===== src/rtl/vds_pkg.sv =====
package vds_pkg;

   typedef enum logic [1:0] {
      VDS_XFER  = 2'd0,
      VDS_PLACE = 2'd1,
      VDS_DROP  = 2'd2
   } vds_kind_e;

endpackage


===== src/rtl/vds_sat_counter.sv =====
module vds_sat_counter #(
   parameter int WIDTH = 6
) (
   input  logic             clk,
   input  logic             rst_n,
   input  logic             inc_i,
   input  logic             halve_i,
   output logic [WIDTH-1:0] count_o
);

   localparam logic [WIDTH-1:0] TOP = {WIDTH{1'b1}};

   logic [WIDTH-1:0] count_q;

   always_ff @(posedge clk or negedge rst_n) begin
      if (!rst_n) begin
         count_q <= '0;
      end else if (halve_i) begin
         count_q <= count_q >> 1;
      end else if (inc_i && (count_q != TOP)) begin
         count_q <= count_q + 1'b1;
      end
   end

   assign count_o = count_q;

endmodule


===== src/rtl/vds_metric_bank.sv =====
module vds_metric_bank #(
   parameter int              NUM_SLICES = 10,
   parameter int              METRIC_W   = 6,
   parameter int              WIN_W      = 16,
   parameter logic [NUM_SLICES-1:0] FREE_MASK = '0
) (
   input  logic                                clk,
   input  logic                                rst_n,
   input  logic [NUM_SLICES-1:0]               fill_i,
   input  logic [WIN_W-1:0]                    window_len_i,
   output logic [NUM_SLICES-1:0][METRIC_W-1:0] metric_o,
   output logic                                decay_o
);

   logic [WIN_W-1:0] win_cnt_q;
   logic             win_on;
   logic             win_end;

   assign win_on  = (window_len_i != '0);
   assign win_end = win_on && (win_cnt_q >= (window_len_i - 1'b1));

   always_ff @(posedge clk or negedge rst_n) begin
      if (!rst_n) begin
         win_cnt_q <= '0;
      end else if (!win_on || win_end) begin
         win_cnt_q <= '0;
      end else begin
         win_cnt_q <= win_cnt_q + 1'b1;
      end
   end

   assign decay_o = win_end;

   for (genvar g = 0; g < NUM_SLICES; g++) begin : g_slice
      if (FREE_MASK[g]) begin : g_free
         assign metric_o[g] = '0;
      end else begin : g_owned
         vds_sat_counter #(
            .WIDTH (METRIC_W)
         ) cnt_i (
            .clk     (clk),
            .rst_n   (rst_n),
            .inc_i   (fill_i[g]),
            .halve_i (win_end),
            .count_o (metric_o[g])
         );
      end
   end

endmodule


===== src/rtl/vds_copy_pick.sv =====
module vds_copy_pick #(
   parameter int NUM_SLICES = 10,
   parameter int IDX_W      = 4
) (
   input  logic [NUM_SLICES-1:0] present_i,
   input  logic [IDX_W-1:0]      src_i,
   output logic                  found_o,
   output logic [IDX_W-1:0]      dest_o
);

   logic [NUM_SLICES-1:0] others;

   always_comb begin
      for (int i = 0; i < NUM_SLICES; i++) begin
         others[i] = present_i[i] && (IDX_W'(i) != src_i);
      end
   end

   always_comb begin
      found_o = 1'b0;
      dest_o  = '0;
      for (int i = NUM_SLICES - 1; i >= 0; i--) begin
         if (others[i]) begin
            found_o = 1'b1;
            dest_o  = IDX_W'(i);
         end
      end
   end

endmodule


===== src/rtl/vds_place_pick.sv =====
module vds_place_pick #(
   parameter int NUM_SLICES = 10,
   parameter int METRIC_W   = 6,
   parameter int IDX_W      = 4
) (
   input  logic [NUM_SLICES-1:0][METRIC_W-1:0] metric_i,
   input  logic [IDX_W-1:0]                    src_i,
   output logic                                found_o,
   output logic [IDX_W-1:0]                    dest_o
);

   logic [METRIC_W-1:0]   src_m;
   logic [NUM_SLICES-1:0] elig;
   logic [METRIC_W-1:0]   best_m;

   always_comb begin
      src_m = '0;
      for (int i = 0; i < NUM_SLICES; i++) begin
         if (IDX_W'(i) == src_i) src_m = metric_i[i];
      end
   end

   always_comb begin
      for (int i = 0; i < NUM_SLICES; i++) begin
         elig[i] = (IDX_W'(i) != src_i) && (metric_i[i] < src_m);
      end
   end

   always_comb begin
      found_o = 1'b0;
      dest_o  = '0;
      best_m  = '0;
      for (int i = 0; i < NUM_SLICES; i++) begin
         if (elig[i] && (!found_o || (metric_i[i] < best_m))) begin
            found_o = 1'b1;
            dest_o  = IDX_W'(i);
            best_m  = metric_i[i];
         end
      end
   end

endmodule


===== src/rtl/vds_victim_select.sv =====
module vds_victim_select #(
   parameter int NUM_SLICES = 10,
   parameter int METRIC_W   = 6,
   parameter int WIN_W      = 16,
   parameter int ADDR_W     = 32,
   parameter logic [NUM_SLICES-1:0] FREE_MASK = NUM_SLICES'(1) << (NUM_SLICES - 1),
   localparam int IDX_W     = (NUM_SLICES > 1) ? $clog2(NUM_SLICES) : 1
) (
   input  logic                  clk,
   input  logic                  rst_n,
   input  logic [NUM_SLICES-1:0] fill_i,
   input  logic [WIN_W-1:0]      window_len_i,
   input  logic                  ev_valid_i,
   output logic                  ev_ready_o,
   input  logic [IDX_W-1:0]      ev_src_i,
   input  logic [ADDR_W-1:0]     ev_addr_i,
   input  logic                  ev_dirty_i,
   input  logic [NUM_SLICES-1:0] ev_present_i,
   output logic                  dec_valid_o,
   output logic [1:0]            dec_kind_o,
   output logic [IDX_W-1:0]      dec_dest_o,
   output logic [ADDR_W-1:0]     dec_addr_o,
   output logic                  dec_wb_o
);

   import vds_pkg::*;

   if (NUM_SLICES < 2) begin : g_bad_slices
      $error("vds_victim_select: NUM_SLICES must be at least 2");
   end
   if (METRIC_W < 1) begin : g_bad_metric
      $error("vds_victim_select: METRIC_W must be at least 1");
   end
   if (WIN_W < 1) begin : g_bad_win
      $error("vds_victim_select: WIN_W must be at least 1");
   end
   if (ADDR_W < 1) begin : g_bad_addr
      $error("vds_victim_select: ADDR_W must be at least 1");
   end

   logic [NUM_SLICES-1:0][METRIC_W-1:0] metric_w;
   logic                                decay_w;
   logic                                copy_found;
   logic [IDX_W-1:0]                    copy_dest;
   logic                                place_found;
   logic [IDX_W-1:0]                    place_dest;
   logic                                accept;
   vds_kind_e                           kind_d;
   logic [IDX_W-1:0]                    dest_d;
   logic                                wb_d;

   logic                                ready_q;
   logic                                valid_q;
   vds_kind_e                           kind_q;
   logic [IDX_W-1:0]                    dest_q;
   logic [ADDR_W-1:0]                   addr_q;
   logic                                wb_q;

   vds_metric_bank #(
      .NUM_SLICES (NUM_SLICES),
      .METRIC_W   (METRIC_W),
      .WIN_W      (WIN_W),
      .FREE_MASK  (FREE_MASK)
   ) bank_i (
      .clk          (clk),
      .rst_n        (rst_n),
      .fill_i       (fill_i),
      .window_len_i (window_len_i),
      .metric_o     (metric_w),
      .decay_o      (decay_w)
   );

   vds_copy_pick #(
      .NUM_SLICES (NUM_SLICES),
      .IDX_W      (IDX_W)
   ) copy_i (
      .present_i (ev_present_i),
      .src_i     (ev_src_i),
      .found_o   (copy_found),
      .dest_o    (copy_dest)
   );

   vds_place_pick #(
      .NUM_SLICES (NUM_SLICES),
      .METRIC_W   (METRIC_W),
      .IDX_W      (IDX_W)
   ) place_i (
      .metric_i (metric_w),
      .src_i    (ev_src_i),
      .found_o  (place_found),
      .dest_o   (place_dest)
   );

   assign accept = ev_valid_i && ready_q;

   always_comb begin
      if (copy_found) begin
         kind_d = VDS_XFER;
         dest_d = copy_dest;
         wb_d   = 1'b0;
      end else if (place_found) begin
         kind_d = VDS_PLACE;
         dest_d = place_dest;
         wb_d   = 1'b0;
      end else begin
         kind_d = VDS_DROP;
         dest_d = '0;
         wb_d   = ev_dirty_i;
      end
   end

   always_ff @(posedge clk or negedge rst_n) begin
      if (!rst_n) begin
         ready_q <= 1'b0;
         valid_q <= 1'b0;
         kind_q  <= VDS_XFER;
         dest_q  <= '0;
         addr_q  <= '0;
         wb_q    <= 1'b0;
      end else begin
         ready_q <= 1'b1;
         valid_q <= accept;
         if (accept) begin
            kind_q <= kind_d;
            dest_q <= dest_d;
            addr_q <= ev_addr_i;
            wb_q   <= wb_d;
         end
      end
   end

   assign ev_ready_o  = ready_q;
   assign dec_valid_o = valid_q;
   assign dec_kind_o  = kind_q;
   assign dec_dest_o  = dest_q;
   assign dec_addr_o  = addr_q;
   assign dec_wb_o    = wb_q;

endmodule


===== config.mk =====
export PLATFORM = sky130hd
export DESIGN_NAME = vds_victim_select
export DESIGN_NICKNAME = d
export VERILOG_FILES = /design/src/rtl/vds_pkg.sv /design/src/rtl/vds_sat_counter.sv /design/src/rtl/vds_metric_bank.sv /design/src/rtl/vds_copy_pick.sv /design/src/rtl/vds_place_pick.sv /design/src/rtl/vds_victim_select.sv
export SDC_FILE = /design/constraint.sdc
export NUM_CORES = 1
export LEC_CHECK = 0
export BUFFER_PORTS_ARGS = -buffer_cell sky130_fd_sc_hd__buf_2
export CAP_MARGIN = 20
export CORE_MARGIN = 4
export CORE_UTILIZATION = 41
export CTS_CLUSTER_SIZE = 40
export DETAILED_ROUTE_END_ITERATION = 7
export HOLD_SLACK_MARGIN = 0.1
export PLACE_DENSITY = 0.64
export SETUP_SLACK_MARGIN = 0.05
export SYNTH_ARGS = -nofsm -noshare
export SYNTH_HDL_FRONTEND = slang
export SYNTH_SLANG_ARGS = --single-unit

===== constraint.sdc =====
create_clock -name clk -period 21.7 [get_ports clk]
set_input_delay 4.34 -clock clk [delete_from_list [all_inputs] [get_ports clk]]
set_output_delay 4.34 -clock clk [all_outputs]
set_load 0.1 [all_outputs]

==> impl_metrics.tcl, run 1 <==
set metrics [dict create \
    outcome "finished, final reports clean" \
    drt_wl_total_um 28980 \
    setup_ws_ns 1.230 \
    syn_avg_cell_area_um2 8.460 \
    stdcell_area_mm2 0.01156 \
    cts.sinks 111 \
    fin_crit_sh_pct 94.33 \
    dieArea_mm2 0.02689 \
    nets 1497 \
    dr.pass1.iters 5 \
    crit_type "input pin to flip-flop" \
    maxCapViolCount 0 \
    finClkSkew_ns 0.01710 \
    grt_max_degree 77 \
    synth_cells 1179 \
    dpl.hpwl_um 21580 \
    fmax_mhz 48.85 \
    end_kind "flip-flop" \
    grt_pass1_wl_um 46730 \
    mostFrequentLayoutCells "nand2_1 (164), buf_2 (113), ha_1 (112)" \
    drive_gt1_share_pct 19.10 \
    fp.dieW_um 164.0 \
    initial_core_util_pct 42.12 \
    setup_tns_ns 0 \
    critPathMaxStageDelay_ns 0.46 \
    num_rows 56 \
    area_delta_synth_final_pct 15.88 \
    antenna_cells 0 \
    yosysWarningCount 0 \
    grt_overflow 0 \
    cp_num_cells 85 \
    cts_buffers 9 \
    clk_pin_slew_ns 0.09 \
    min_period_ns 20.47 \
    synth_ff_type "dfrtp_1" \
    final_common_cell "nand2_1" \
    setup_viol 0 \
    cts_tree "yes" \
    wl_per_cell_um 17.75 \
    final_util_pct 48.81 \
    syn_nets 1367 \
    maxSlewViolCount 0 \
    vias_per_cell 5.827 \
    synth.area.top_cells "dfrtp_1 (28%), ha_1 (14%), nand2_1 (6.2%), xnor2_1 (3.7%), a21oi_1 (3.4%)" \
    cts_root_buf "clkbuf_16" \
    port_buffers 115 \
    async_flop_share_pct 100.0 \
    grtUsageTotal_pct 21.35 \
    yosys.area.top_type "dfrtp_1" \
    grt_pass1_vias 8979 \
    drt_iter0_drc 662 \
    netlist_area_mm2 0.009975 \
    gp_congestion 0.9346 \
    min_from "dec_addr_o[7]" \
    yosys.area.top_type_share_pct 27.85 \
    synth_cell_types 92 \
    synth_seq_cells 111 \
    num_vias 9515 \
    crit-reg2reg-launch "bank_i.g_slice[0].g_owned.cnt_i.count_o[4]" \
    critPathLaunch "ev_src_i[0]" \
    hold-path-cell-count 2 \
    max_slew_margin_pct 48.79 \
    drc 0 \
    cp_max_fo 10 \
    hp-class "flip-flop to flip-flop" \
    critical-path-top-delay-family "compound AO/OA/AOI/OAI gates" \
    seq_area_frac_synth_pct 27.85 \
    clockBufferDepth 2 \
    critPathBufInv 5 \
    crit_slowest_cell "or4_4" \
    worstPathRequired_ns 21.97 \
    worstSkewPairLatency_ns 0.37 \
    drtAntennaViolNets 0 \
    ioPinCount 117 \
    fp.dieH_um 164.0 \
    tightest_slew_ns 0.7562 \
    ctsHtreeMaxLevel 3 \
    r2r_cells 85 \
    core-area_mm2 0.02368 \
    critPathArrivalTime_ns 20.74 \
    finalHoldViolCount 0 \
    placed_area_mm2 0.01106 \
    pre_cts_slack_ns 0.03348 \
    path_common_cell "ha_1" \
    antenna_found_initial 0 \
    synth_enable_flop_cells 0 \
    worstSetupStartpointType "input pin" \
    num-fill-cells 2376 \
]
[final cells by class]
cell class,count,area [um^2],area share (%)
Inverter,43,161.4,1.396
Clock inverter,7,88.84,0.7686
Timing Repair Buffer,160,958.4,8.292
Sequential cell,111,2778,24.03
Tap cell,319,399.1,3.453
Multi-Input combinational cell,984,6948,60.11
Clock buffer,9,225.2,1.948
[routing by layer]
metal	global-route usage, %	vias up	routed length, um
met2	34.84	261	13230
met4	5.147	0	494
met1	29.99	4573	13680
met3	3.011	43	1582
li1	-	4638	-
met5	0	-	0
[state kept, by name, summed over array words and instances (netlist names)]
register and cells:
dec_wb_o 1, dec_dest_o 4, ev_ready_o 1, dec_kind_o 2
bank_i.win_cnt_q 16, dec_valid_o 1, bank_i.g_slice.g_owned.cnt_i.count_o 54, dec_addr_o 32
[metrics by stage]
step / cells / hold slack (ns)
after global placement: 1611 / 0.4528
after CTS: 1627 / 0.4791
after floorplan: 1179 / 0.5096
final: 1633 / 0.4724
after detailed placement: 1611 / 0.4568
after global routing: 1633 / 0.4944
[cells in the mapped netlist (all sizes together), types with 23 or more instances]
| library cell | n |
|---|---|
| o21ai | 73 |
| mux2 | 25 |
| nand2 | 164 |
| nand3 | 49 |
| a21oi | 69 |
| inv | 43 |
| dfrtp | 111 |
| xnor2 | 42 |
| ha | 112 |
| o21a | 23 |
| nor2 | 85 |
| a21o | 28 |
| clkbuf | 26 |
[cells by family after synthesis]
| logic type | after synthesis | share of synthesized area, % |
|---|---|---|
| AND/OR/NAND/NOR | 444 | 21.63 |
| AO/OA/AOI/OAI | 331 | 23.34 |
| adder cells (fa/ha/maj) | 112 | 14.05 |
| flip-flops | 111 | 27.85 |
| buffers and inverters | 84 | 3.650 |
| XOR/XNOR | 56 | 4.917 |
| multiplexers | 40 | 4.528 |
| other | 1 | 0.03760 |
[final timing paths]
path                                         to  slack, ns
max in group asynchronous  bank_i.win_cnt_q[14]      16.69
hold reg to reg                   dec_addr_o[7]       0.47
min in group asynchronous        dec_addr_o[15]       3.91
setup reg to reg                  dec_dest_o[3]       4.86
hold / removal                    dec_addr_o[7]       0.47
setup / recovery                  dec_dest_o[3]       1.23
[repair_timing]
| item | 4_1_cts | 5_1_grt |
|---|---|---|
| resized for setup | 0 | 28 |
| endpoints found under the setup margin | 0 | 4 |
| buffers inserted | 0 | 4 |
| hold buffers | 0 | 0 |
[tightest hold or removal path: cells and delay by family (launching register included)]
kind | cells | cell delay [ns]
flip-flops | 1 | 0.34
AND/OR/NAND/NOR | 2 | 0.10
Power of run 1 is not shown: default switching activity piles up to over one toggle a cycle in this logic, so the estimate is an artifact.
==> run 2, diff against run 1 <==
- ABC_AREA: default -> 1
- CTS_BUF_LIST: default -> sky130_fd_sc_hd__clkbuf_8
- PLACE_DENSITY: 0.64 -> 0.65
==> run 2 against run 1 <==
Net effect:
- core utilization is 1.9 points lower
- cell area down 11%
- die area shrank 7.0%
- cell count is 4.0% higher
- critical endpoint unchanged
- clock skew is 0.0038 ns lower
- sequential share of layout area grew 2.8 points
==> impl_metrics.tcl, run 2 <==
set metrics [dict create \
    critPathMaxStageDelay_ns 0.42 \
    antenna_cells 0 \
    drc 0 \
    nets 1601 \
    multi_input_area_mm2 0.005731 \
    grt_max_degree 67 \
    clk_pin_slew_ns 0.12 \
    async_flop_share_pct 100.0 \
    synth_cell_types 44 \
    drive_gt1_share_pct 12.76 \
    synth_cells 1306 \
    ctsHtreeMaxLevel 3 \
    wl_per_cell_um 14.49 \
    tightest_slew_ns 0.8799 \
    hp-class "flip-flop to flip-flop" \
    setup_viol 0 \
    num_vias 8928 \
    worstSkewPairLatency_ns 0.41 \
    worstSetupStartpointType "input pin" \
    synth_enable_flop_cells 0 \
    drt_wl_total_um 24610 \
    finClkSkew_ns 0.01331 \
    dieArea_mm2 0.02501 \
    dpl.hpwl_um 18690 \
    hold_buffers 0 \
    drt_iter0_drc 587 \
    fp.dieH_um 158.1 \
    vias_per_cell 5.258 \
    cts.sinks 111 \
    cp_num_cells 89 \
    outcome "finished, final reports clean" \
    finalHoldViolCount 0 \
    maxCapViolCount 0 \
    num_rows 54 \
    path_common_cell "nand2_1" \
    critical-path-top-delay-family "compound AO/OA/AOI/OAI gates" \
    crit_slowest_cell "ha_1" \
    setup_tns_ns 0 \
    grt_pass1_wl_um 40100 \
    port_buffers 115 \
    synth.most_common_cell "nand2_1" \
    dr.pass1.iters 5 \
    maxSlewViolCount 0 \
    largest_reg_flops 54 \
    critPathArrivalTime_ns 18.29 \
    cts_resized 0 \
    netlist_area_mm2 0.009243 \
    yosysWarningCount 0 \
    drtAntennaViolNets 0 \
    num-fill-cells 2278 \
    grt_pass1_vias 8191 \
    grtUsageTotal_pct 19.68 \
    final_common_cell "nand2_1" \
    end_kind "flip-flop" \
    cts_tree "yes" \
    r2r_cells 84 \
    syn_avg_cell_area_um2 7.077 \
    cts_root_buf "clkbuf_8" \
    register_area_mm2 0.002778 \
    syn_nets 1494 \
    fin_crit_sh_pct 82.88 \
    seq_area_frac_synth_pct 30.05 \
    area_delta_synth_final_pct 11.87 \
    synth_seq_cells 111 \
    gp_congestion 0.9134 \
    ys_top_cells_by_count "nand2_1 (340), inv_1 (159), nor2_1 (123), ha_1 (112), dfrtp_1 (111)" \
    yosys.area.top_type "dfrtp_1" \
    core-area_mm2 0.02203 \
    ioPinCount 117 \
    clockBufferDepth 2 \
    fmax_mhz 55.60 \
    fp.dieW_um 158.1 \
    antenna_found_initial 0 \
    synth_ff_type "dfrtp_1" \
    critPathBufInv 6 \
    cp_max_fo 14 \
    cts_buffers 9 \
    rsz0062_at_grt "no" \
    mostFrequentLayoutCells "nand2_1 (339), inv_1 (159), nor2_1 (123)" \
    min_period_ns 17.99 \
    crit_type "input pin to flip-flop" \
    hold-path-cell-count 2 \
    grt_overflow 0 \
    synth.area.top_cells "dfrtp_1 (30%), ha_1 (15%), nand2_1 (14%), inv_1 (6.5%), o21ai_0 (5.4%)" \
    worstPathRequired_ns 22.00 \
    max_slew_margin_pct 41.34 \
    postCtsSetupBuffers 0 \
    initial_core_util_pct 41.96 \
    yosys.area.top_type_share_pct 30.05 \
]
run 2: cell count changes after synthesis, moves of 23 or more:
cell / change
nand2_1: +176
inv_1: +117
nor2_1: +40
xnor2_1: -37
o21ai_0: +32
a21o_1: -28
mux2_2: -23
run 2: area by class of cell:
class | count | area share (%)
repair buffers | 124 | 6.244
clock inverters | 7 | 0.8591
flip-flops and latches | 111 | 26.86
well taps | 280 | 3.388
inverters | 166 | 6.026
clock buffers | 9 | 1.198
multi-input cells | 1001 | 55.42
run 2: logic make-up (layout without fill, tap and decap cells):
| group | Yosys count | count (layout) | share of synthesized area, % |
|---|---|---|---|
| AO/OA/AOI/OAI | 228 | 228 | 14.32 |
| XOR/XNOR | 41 | 41 | 3.885 |
| adder cells (fa/ha/maj) | 112 | 112 | 15.16 |
| buffers and inverters | 194 | 306 | 7.973 |
| flip-flops | 111 | 111 | 30.05 |
| other | 1 | 1 | 0.04057 |
| AND/OR/NAND/NOR | 619 | 619 | 28.56 |
run 2: worst reg2reg max path: cells and delay by family (launching register included):
| family | cells | cell delay [ns] |
|---|---|---|
| AOI/OAI and AO/OA | 26 | 5.89 |
| adders and majority gates | 9 | 2.82 |
| buffers and inverters | 3 | 0.34 |
| DFF | 1 | 0.47 |
| and+or+nand+nor | 46 | 4.43 |
run 2: path summary, 6_finish.rpt:
kind | from | end | slack [ns]
hold reg to reg | dec_addr_o[24] | dec_addr_o[24] | 0.49
hold / removal | dec_addr_o[24] | dec_addr_o[24] | 0.49
max in group asynchronous | rst_n | bank_i.g_slice[0].g_owned.cnt_i.count_o[0] | 16.48
min in group asynchronous | rst_n | dec_addr_o[9] | 3.89
setup reg to reg | bank_i.g_slice[2].g_owned.cnt_i.count_o[5] | dec_dest_o[3] | 7.62
setup / recovery | ev_src_i[0] | dec_dest_o[3] | 3.71
run 2: per-layer routing:
layer,track usage [%],routed length (um),vias to the layer above,part of all wire (%)
met5,0,0,-,0
met4,5.646,490,0,2.0
met3,2.460,1232,33,5.0
met2,32.01,11130,231,45
met1,27.57,11760,4126,48
li1,-,-,4538,-
run 2: through the flow:
step | instance area, um^2 | utilization, % | hold WS (ns) | instances | setup slack (ns)
2_1_floorplan | 9243 | - | 0.4536 | 1306 | 5.278
3_3_place_gp | 10130 | 45.98 | 0.4571 | 1682 | 3.554
3_5_place_dp | 10130 | 45.98 | 0.4596 | 1682 | 3.498
4_1_cts | 10340 | 46.94 | 0.4920 | 1698 | 3.895
5_1_grt | 10340 | 46.94 | 0.5080 | 1698 | 2.243
6_report | 10340 | 46.94 | 0.4860 | 1698 | 3.714
Power of run 2 is left out for the same reason.
